`config.mk`:
```
export PLATFORM = sky130hd
export DESIGN_NAME = jte_mem_engine
export DESIGN_NICKNAME = d
export VERILOG_FILES = /design/src/rtl/jte_pkg.sv /design/src/rtl/jte_addr_path.sv /design/src/rtl/jte_data_path.sv /design/src/rtl/jte_access_seq.sv /design/src/rtl/jte_pin_mux.sv /design/src/rtl/jte_mem_engine.sv
export SDC_FILE = /design/constraint.sdc
export NUM_CORES = 1
export LEC_CHECK = 0
export BUFFER_PORTS_ARGS = -buffer_cell sky130_fd_sc_hd__clkbuf_2
export CELL_PAD_IN_SITES_DETAIL_PLACEMENT = 1
export CELL_PAD_IN_SITES_GLOBAL_PLACEMENT = 1
export CORE_MARGIN = 2
export CORE_UTILIZATION = 42
export DETAILED_ROUTE_END_ITERATION = 7
export GPL_ROUTABILITY_DRIVEN = 0
export PLACE_DENSITY = 0.84
export SLEW_MARGIN = 20
export SYNTH_ARGS = -nofsm -noshare
export SYNTH_HDL_FRONTEND = slang
export SYNTH_HIERARCHICAL = 1
export SYNTH_SLANG_ARGS = --single-unit
```
`constraint.sdc`:
```
create_clock -name clk -period 3 [get_ports clk]
set_input_delay 0.6 -clock clk [delete_from_list [all_inputs] [get_ports clk]]
set_output_delay 0.6 -clock clk [all_outputs]
set_load 0.03 [all_outputs]
```
`src/rtl/jte_pkg.sv`:
```
package jte_pkg;
  typedef enum logic [1:0] {
    CMD_ALOAD = 2'b00,
    CMD_AINC  = 2'b01,
    CMD_READ  = 2'b10,
    CMD_WRITE = 2'b11
  } jte_cmd_e;

  typedef enum logic [1:0] {
    ACC_IDLE = 2'b00,
    ACC_RD   = 2'b01,
    ACC_WR   = 2'b10
  } jte_acc_e;
endpackage

```
`src/rtl/jte_addr_path.sv`:
```
module jte_addr_path #(
  parameter int AW = 20
) (
  input  logic          clk,
  input  logic          rst_n,
  input  logic          shift_en,
  input  logic          cap_en,
  input  logic          load_en,
  input  logic          inc_en,
  input  logic          tdi,
  output logic [AW-1:0] addr_q,
  output logic          chain_lsb
);
  logic [AW-1:0] chain_q;

  function automatic logic [AW-1:0] step_addr(input logic [AW-1:0] a);
    return a + AW'(1);
  endfunction

  always_ff @(posedge clk or negedge rst_n) begin
    if (!rst_n) begin
      chain_q <= '0;
      addr_q  <= '0;
    end else begin
      if (cap_en)        chain_q <= addr_q;
      else if (shift_en) chain_q <= {tdi, chain_q[AW-1:1]};
      if (load_en)       addr_q  <= chain_q;
      else if (inc_en)   addr_q  <= step_addr(addr_q);
    end
  end

  assign chain_lsb = chain_q[0];
endmodule

```
`src/rtl/jte_data_path.sv`:
```
module jte_data_path #(
  parameter int DW = 8
) (
  input  logic          clk,
  input  logic          rst_n,
  input  logic          shift_en,
  input  logic          load_en,
  input  logic          tdi,
  input  logic [DW-1:0] din,
  output logic [DW-1:0] data_q,
  output logic          chain_lsb
);
  always_ff @(posedge clk or negedge rst_n) begin
    if (!rst_n)        data_q <= '0;
    else if (load_en)  data_q <= din;
    else if (shift_en) data_q <= {tdi, data_q[DW-1:1]};
  end

  assign chain_lsb = data_q[0];
endmodule

```
`src/rtl/jte_access_seq.sv`:
```
module jte_access_seq
  import jte_pkg::*;
#(
  parameter int RD_CYCLES = 3,
  parameter int WR_CYCLES = 4
) (
  input  logic clk,
  input  logic rst_n,
  input  logic start_rd,
  input  logic start_wr,
  input  logic dev_sel,
  output logic busy,
  output logic rd_act,
  output logic wr_act,
  output logic rom_act,
  output logic ram_act,
  output logic rd_done
);
  localparam int MAXC = (RD_CYCLES > WR_CYCLES) ? RD_CYCLES : WR_CYCLES;
  localparam int CW   = $clog2(MAXC + 1);

  jte_acc_e       state_q;
  logic [CW-1:0]  cnt_q;
  logic           dev_q;
  logic           last_cyc;

  assign last_cyc = (cnt_q == '0);

  always_ff @(posedge clk or negedge rst_n) begin
    if (!rst_n) begin
      state_q <= ACC_IDLE;
      cnt_q   <= '0;
      dev_q   <= 1'b0;
    end else begin
      case (state_q)
        ACC_IDLE: begin
          if (start_rd) begin
            state_q <= ACC_RD;
            cnt_q   <= CW'(RD_CYCLES - 1);
            dev_q   <= dev_sel;
          end else if (start_wr) begin
            state_q <= ACC_WR;
            cnt_q   <= CW'(WR_CYCLES - 1);
            dev_q   <= dev_sel;
          end
        end
        default: begin
          if (last_cyc) state_q <= ACC_IDLE;
          else          cnt_q   <= cnt_q - CW'(1);
        end
      endcase
    end
  end

  assign busy    = (state_q != ACC_IDLE);
  assign rd_act  = (state_q == ACC_RD);
  assign wr_act  = (state_q == ACC_WR);
  assign rom_act = busy & ~dev_q;
  assign ram_act = busy & dev_q;
  assign rd_done = rd_act & last_cyc;
endmodule

```
`src/rtl/jte_pin_mux.sv`:
```
module jte_pin_mux (
  input  logic test_mode,
  input  logic rd_act,
  input  logic wr_act,
  input  logic rom_act,
  input  logic ram_act,
  input  logic cpu_rd_n,
  input  logic cpu_wr_n,
  input  logic cpu_rom_cs_n,
  input  logic cpu_ram_cs_n,
  output logic cpu_rst_n,
  output logic mem_addr_oe,
  output logic mem_dq_oe,
  output logic mem_rd_n,
  output logic mem_wr_n,
  output logic mem_rom_cs_n,
  output logic mem_ram_cs_n
);
  always_comb begin
    if (test_mode) begin
      cpu_rst_n    = 1'b0;
      mem_addr_oe  = 1'b1;
      mem_dq_oe    = wr_act;
      mem_rd_n     = ~rd_act;
      mem_wr_n     = ~wr_act;
      mem_rom_cs_n = ~rom_act;
      mem_ram_cs_n = ~ram_act;
    end else begin
      cpu_rst_n    = 1'b1;
      mem_addr_oe  = 1'b0;
      mem_dq_oe    = 1'b0;
      mem_rd_n     = cpu_rd_n;
      mem_wr_n     = cpu_wr_n;
      mem_rom_cs_n = cpu_rom_cs_n;
      mem_ram_cs_n = cpu_ram_cs_n;
    end
  end
endmodule

```
`src/rtl/jte_mem_engine.sv`:
```
module jte_mem_engine
  import jte_pkg::*;
#(
  parameter int AW        = 20,
  parameter int DW        = 8,
  parameter int RD_CYCLES = 3,
  parameter int WR_CYCLES = 4
) (
  input  logic          clk,
  input  logic          rst_n,
  input  logic          test_mode,
  input  logic          dr_sel,
  input  logic [1:0]    cmd,
  input  logic          cap_dr,
  input  logic          shift_dr,
  input  logic          upd_dr,
  input  logic          tdi,
  output logic          tdo,
  input  logic          dev_sel,
  input  logic          cpu_rd_n,
  input  logic          cpu_wr_n,
  input  logic          cpu_rom_cs_n,
  input  logic          cpu_ram_cs_n,
  output logic          cpu_rst_n,
  output logic [AW-1:0] mem_addr,
  output logic          mem_addr_oe,
  input  logic [DW-1:0] mem_dq_i,
  output logic [DW-1:0] mem_dq_o,
  output logic          mem_dq_oe,
  output logic          mem_rd_n,
  output logic          mem_wr_n,
  output logic          mem_rom_cs_n,
  output logic          mem_ram_cs_n
);
  jte_cmd_e cmd_e;
  assign cmd_e = jte_cmd_e'(cmd);

  // Named internal events
  logic acc_busy, rd_act, wr_act, rom_act, ram_act, rd_done;
  logic eng_en;
  logic op_acap, op_aload, op_ainc, op_rd_start, op_wr_start;
  logic shift_addr, shift_data;
  logic addr_lsb, data_lsb;

  assign eng_en      = test_mode & dr_sel & ~acc_busy;
  assign op_acap     = eng_en & cap_dr   & (cmd_e == CMD_ALOAD);
  assign op_aload    = eng_en & upd_dr   & (cmd_e == CMD_ALOAD);
  assign op_ainc     = eng_en & upd_dr   & (cmd_e == CMD_AINC);
  assign op_rd_start = eng_en & cap_dr   & (cmd_e == CMD_READ);
  assign op_wr_start = eng_en & upd_dr   & (cmd_e == CMD_WRITE);
  assign shift_addr  = eng_en & shift_dr & (cmd_e == CMD_ALOAD);
  assign shift_data  = eng_en & shift_dr & cmd[1];

  jte_addr_path #(.AW(AW)) u_addr (
    .clk(clk), .rst_n(rst_n),
    .shift_en(shift_addr), .cap_en(op_acap),
    .load_en(op_aload), .inc_en(op_ainc),
    .tdi(tdi), .addr_q(mem_addr), .chain_lsb(addr_lsb)
  );

  jte_data_path #(.DW(DW)) u_data (
    .clk(clk), .rst_n(rst_n),
    .shift_en(shift_data), .load_en(rd_done),
    .tdi(tdi), .din(mem_dq_i),
    .data_q(mem_dq_o), .chain_lsb(data_lsb)
  );

  jte_access_seq #(.RD_CYCLES(RD_CYCLES), .WR_CYCLES(WR_CYCLES)) u_seq (
    .clk(clk), .rst_n(rst_n),
    .start_rd(op_rd_start), .start_wr(op_wr_start), .dev_sel(dev_sel),
    .busy(acc_busy), .rd_act(rd_act), .wr_act(wr_act),
    .rom_act(rom_act), .ram_act(ram_act), .rd_done(rd_done)
  );

  jte_pin_mux u_mux (
    .test_mode(test_mode),
    .rd_act(rd_act), .wr_act(wr_act), .rom_act(rom_act), .ram_act(ram_act),
    .cpu_rd_n(cpu_rd_n), .cpu_wr_n(cpu_wr_n),
    .cpu_rom_cs_n(cpu_rom_cs_n), .cpu_ram_cs_n(cpu_ram_cs_n),
    .cpu_rst_n(cpu_rst_n), .mem_addr_oe(mem_addr_oe), .mem_dq_oe(mem_dq_oe),
    .mem_rd_n(mem_rd_n), .mem_wr_n(mem_wr_n),
    .mem_rom_cs_n(mem_rom_cs_n), .mem_ram_cs_n(mem_ram_cs_n)
  );

  always_comb begin
    case (cmd_e)
      CMD_ALOAD: tdo = addr_lsb;
      CMD_AINC:  tdo = 1'b0;
      default:   tdo = data_lsb;
    endcase
  end
endmodule

```
Yosys cells after proc, flatten, opt, wreduce, memory -nomap -nowiden --
Cells that the tools add are included.
Operators by class: eq/ne operators 7, mux-type cells 24, multipliers 0, shifts and indexed selects 0, div/mod/pow operators 0, $lt $le $gt $ge 0, $add $sub $neg 2, reduce and logical (&&, ||, !) cells 12, bitwise gates (word level) 21
Operators by type and width (count):
- 20-bit 2-to-1 mux | 4
- 20-bit by 1-bit adder with 20-bit output (second input constant) | 1
- 8-bit 2-to-1 mux | 2
- 1-bit bitwise AND | 15
- 3-bit 2-to-1 mux | 4
- 2-bit nonzero test | 6
- 1-bit 2-to-1 mux | 9
- 2-bit 2-to-1 mux | 4
- 2-bit equality test (second input constant) | 3
- 1-bit inverter | 6
- 2-bit AND reduction | 3
- 2-bit by 1-bit equality test with 1-bit output (second input constant) | 2
- 2-bit logical NOT | 2
- 3-bit logical NOT | 1
- 3-bit != test (second input constant) | 1
- 3-bit by 1-bit subtractor with 3-bit output (second input constant) | 1
- 2-bit != test (second input constant) | 1
- 1-bit one-hot mux with 2 select lines | 1
Word-level totals: input bits 23, memory bits (writable) 0, bits in read-only memories 0, bits in latches 0, flip-flop bits (word level) 54, memories 0, word-level logic and storage cells 72

Logic depth before layout (Yosys ltp) --
depth in word-level cells 8, depth in mapped cells 8, gate-level depth less buffers 8

Hierarchy --
The synthesis kept the hierarchy.
Modules (own cells, without submodules):
- jte_addr_path | times used 1, sequential area each 1001.0 µm², area each 2043.2 µm², cells each 214
- jte_data_path | times used 1, sequential area each 200.2 µm², area each 380.4 µm², cells each 35
- jte_access_seq | times used 1, sequential area each 150.1 µm², area each 339.1 µm², cells each 32
- jte_mem_engine | times used 1, sequential area each 0.0 µm², area each 87.6 µm², cells each 13
- jte_pin_mux | times used 1, sequential area each 0.0 µm², area each 75.1 µm², cells each 11

Worst setup path after synthesis --
No wires, ideal clock.
kind register to register, start reg u_seq.state_q[1], end reg u_addr.addr_q[9], setup time 128 ps, data required time 2872 ps, cell stages (with the launch flop) 9, data arrival time 2408 ps, path buffers 0, setup slack 465 ps, cell sequence dfrtp_1 > nor2_4 > inv_1 > nand3b_1 > nor3_1 > nand4_2 > or4_1 > xor2_1 > o21ai_2
On the way: word-level cells in the longest chain between the ends 6
Ends and longest elaborated chain:
- start: declaration | RTL line jte_access_seq.sv:22 | jte_acc_e state_q;
- start signal: assignment | RTL line jte_access_seq.sv:31 | state_q <= ACC_IDLE;
- start signal: assignment | RTL line jte_access_seq.sv:38 | state_q <= ACC_RD;
- start signal: assignment | RTL line jte_access_seq.sv:42 | state_q <= ACC_WR;
- 2-bit nonzero test | RTL line jte_access_seq.sv:55 | assign busy = (state_q != ACC_IDLE);
- named net acc_busy | RTL line jte_mem_engine.sv:39 | logic acc_busy, rd_act, wr_act, rom_act, ram_act, rd_done;
- 1-bit inverter | RTL line jte_mem_engine.sv:45 | assign eng_en = test_mode & dr_sel & ~acc_busy;
- 1-bit bitwise AND | RTL line jte_mem_engine.sv:45
- 1-bit bitwise AND (2 in a row) | RTL line jte_mem_engine.sv:48 | assign op_ainc = eng_en & upd_dr & (cmd_e == CMD_AINC);
- named net op_ainc | RTL line jte_mem_engine.sv:41 | logic op_acap, op_aload, op_ainc, op_rd_start, op_wr_start;
- 2-bit nonzero test (no source line)
- end signal: assignment | RTL line jte_addr_path.sv:27 | if (load_en) addr_q <= chain_q;
- end signal: assignment | RTL line jte_addr_path.sv:28 | else if (inc_en) addr_q <= step_addr(addr_q);
- end: declaration | RTL line jte_addr_path.sv:11 | output logic [AW-1:0] addr_q,
The timed path passes the listed nets, and every way through them passes these cells. A chain may end at the register's enable or synchronous reset.

Worst setup path after layout --
Same ends and word-level chain as after synthesis.

==> results.json <==
{
  "core_area_mm2": 0.006756,
  "antenna-diode-count": 0,
  "hpwl_um": 5330,
  "max-vdd-ir-drop_mv": 0.4102,
  "criticalPathCategory": "register to register",
  "grt_setup_unrepaired": "no",
  "grt_pass1_wl_um": 12590,
  "finClkSkew_ps": 12.27,
  "drc": 0,
  "io_buffer_count": 58,
  "via_count_of_the_first_global_routing_pass": 2559,
  "final-instance-count-excl-fill": 440,
  "ys.warnings.count": 6,
  "synthSimpleGateAreaFrac_pct": 20.27,
  "reported_max_cap_violation_count": 0,
  "setup_viol": 0,
  "clk_path_buf_depth": 2,
  "die_w_um": 87.46,
  "setup.worst_path.start": "u_seq/state_q[1]",
  "post_cts_resize_count": 0,
  "postCtsHoldBufs": 0,
  "postPlaceCellArea_mm2": 0.003262,
  "routed_wl_um": 7241,
  "post_route_cells_drive_above_1_share_pct": 26.11,
  "clock_tree_from_tritoncts": "done",
  "report.power.total_mw": 2.435,
  "vias": 2424,
  "critical_path.n_buffers_inverters": 2,
  "timing.critical_path.cells": "nor2_4 > inv_1 > nand3b_1 > nor3_1 > buf_4 > nand4_2 > or4_1 > xor2_1 > o21ai_2",
  "synth_mux_area_share_pct": 10.65,
  "timing.rr.start": "u_seq/state_q[1]",
  "grt-ovfl-total": 0,
  "cts_post_setup_buffers_inserted": 0,
  "synth-adder-area-share_pct": 1.283,
  "synthesized_area_fraction_occupied_by_xor_and_xnor_cells_pct": 4.192,
  "cts.sinks": 54,
  "hp-class": "input port to async pin",
  "dieHeight_um": 87.46,
  "layout_commonest_cell": "clkbuf_2",
  "fin_crit_sh_pct": 81.82,
  "syn-num-nets": 331,
  "cts-htree-levels": 2,
  "yosys_register_bits": 54,
  "post_synth_instance_area_mm2": 0.002925,
  "relSlewSlack_pct": 55.86,
  "cts-buffers-inserted": 5,
  "p_leak_nw": 1.454,
  "finalHoldViolations": 0,
  "initial_utilization_pct": 43.30,
  "dr.pass1.iters": 4,
  "slowest_delay_ps": 540,
  "result_of_the_run": "finished, final reports clean",
  "period_needed_ps": 2455,
  "power-per-cell-area_mw_per_mm2": 725.4,
  "synth_cells": 305,
  "placement_rows": 30,
  "slowest_stage": "or4_1",
  "worst-endpoint-required_ps": 3210,
  "worst_path_dominant_cell_family": "simple AND/OR/NAND/NOR gates",
  "clk_pin_slew_worst_paths_ps": 100,
  "drv_slew": 0,
  "dieArea_mm2": 0.007648,
  "final_area_mm2": 0.003357,
  "syn-mean-instance-area_um2": 9.591,
  "synth_cell_type_count": 47,
  "grt_antenna_before_repair": 0,
  "top_level_ports": 59,
  "setup-tns-final_ps": 0,
  "design.final.nets": 385,
  "grt_start_max_net_pins": 41,
  "ctsRootBufferMaster": "clkbuf_8",
  "most-common-layout-cells": "58 x clkbuf_2, 54 x dfrtp_1, 53 x nand2_1",
  "synth_top_family_by_area": "simple AND/OR/NAND/NOR gates",
  "post-place-cells": 432,
  "tightest_slew_ps": 662.1,
  "ys_seq_area_share_pct": 46.19,
  "drtIter0Drc": 97,
  "gr-usage-all-layers_pct": 20.77,
  "detail-route-antenna-nets": 0,
  "flow.area_growth_from_synthesis_pct": 14.76,
  "filler_cell_count": 818,
  "synth_compound_gate_area_share_pct": 13.26,
  "worst_skew_pair_latency_ps": 320,
  "wl_per_cell_um": 16.46,
  "path_max_fanout": 8,
  "drt-vias-per-instance": 5.509,
  "clock.fmax_mhz": 407.4,
  "kind_of_start_point_of_the_critical_path": "register",
  "timing.critical_path.to_type": "register",
  "arrival_ps": 2670
}
==> final cells by class <==
class / instances / area [um2] / share of cell area [%]
clock buffers: 6 / 82.58 / 2.460
clock inverters: 2 / 12.51 / 0.3727
inverters: 10 / 37.54 / 1.118
multi-input cells: 226 / 1453 / 43.27
flip-flops and latches: 54 / 1351 / 40.25
well taps: 80 / 100.1 / 2.982
repair buffers: 62 / 320.3 / 9.542
==> synthesized netlist by cell type, drive strengths merged <==
| cell | count | area share (%) |
|---|---|---|
| dfrtp | 54 | 46 |
| nand2 | 53 | 6.8 |
| o21ai | 50 | 9.1 |
| mux2i | 30 | 10 |
| nor2 | 14 | 2.1 |
| xnor2 | 10 | 3.0 |
| inv | 9 | 1.2 |
| nand4 | 9 | 2.6 |
| buf | 8 | 2.0 |
| clkbuf | 7 | 0.90 |
| nor3 | 7 | 1.4 |
| and3 | 5 | 1.2 |
| nand2b | 5 | 1.1 |
| a22o | 4 | 1.2 |
| a31oi | 4 | 0.86 |
| nand3 | 4 | 0.68 |
| nor4 | 4 | 1.3 |
| xor2 | 4 | 1.2 |
| a31o | 3 | 0.90 |
| ha | 3 | 1.3 |
| and2 | 2 | 0.47 |
| nand3b | 2 | 0.51 |
| or4 | 2 | 0.51 |
| a21bo | 1 | 0.34 |
| a221oi | 1 | 0.30 |
| a32oi | 1 | 0.30 |
| and2b | 1 | 0.26 |
| and3b | 1 | 0.34 |
| and4 | 1 | 0.30 |
| and4b | 1 | 0.34 |
| clkinv | 1 | 0.13 |
| mux2 | 1 | 0.38 |
| nor2b | 1 | 0.21 |
| nor3b | 1 | 0.26 |
| o211ai | 1 | 0.26 |
==> worst paths after layout <==
| kind | cells past startpoint | slack [ps] | to |
|---|---|---|---|
| max | 9 | 550 | u_addr/addr_q[9] |
| min reg2reg | 2 | 530 | u_addr/addr_q[5] |
| min in group clk | 3 | 500 | u_data/data_q[3] |
| max reg2reg | 9 | 550 | u_addr/addr_q[9] |
| min | 1 | 240 | u_addr/chain_q[6] |
| max in group asynchronous | 2 | 1910 | u_seq/cnt_q[1] |
==> metal layers <==
layer,share of wire [%],wire length [um],vias up,GRT usage [%]
met5,0,0,-,0
met4,0.98,71,0,5.035
met3,3.9,284,6,3.886
met2,49,3567,44,35.67
met1,46,3317,1199,27.01
li1,-,-,1175,-
==> cells by family (layout without fill, tap and decap cells) <==
family                   Yosys count  count (layout)
AO/OA/AOI/OAI                     65              65
XOR/XNOR                          14              14
adder cells (fa/ha/maj)            3               3
buffers and inverters             25              80
flip-flops                        54              54
multiplexers                      31              31
AND/OR/NAND/NOR                  113             113
==> power breakdown <==
| group | internal (mW) | total [mW] | switching [mW] |
|---|---|---|---|
| registers | 0.911 | 1.11 | 0.201 |
| logic | 0.323 | 0.883 | 0.560 |
| clock network | 0.186 | 0.441 | 0.254 |
| total | 1.42 | 2.44 | 1.01 |
==> state kept, by name, summed over array words and instances (netlist names) <==
signal / cells
u_addr/addr_q: 20
u_seq/cnt_q: 3
u_addr/chain_q: 20
u_data/data_q: 8
u_seq/state_q: 2
u_seq/dev_q: 1
==> metrics by stage <==
| stage | setup slack (ps) | hold WS [ps] | util (%) |
|---|---|---|---|
| final | 545.4 | 242.0 | 49.69 |
| after floorplan | 465.0 | 304.4 | - |
| after global routing | 350.4 | 263.7 | 49.69 |
| after detailed placement | 563.5 | 504.9 | 48.28 |
| after CTS | 556.0 | 261.5 | 49.69 |
| after global placement | 662.3 | 500.3 | 48.28 |
No activity file was read; power rests on OpenSTA's default activity.
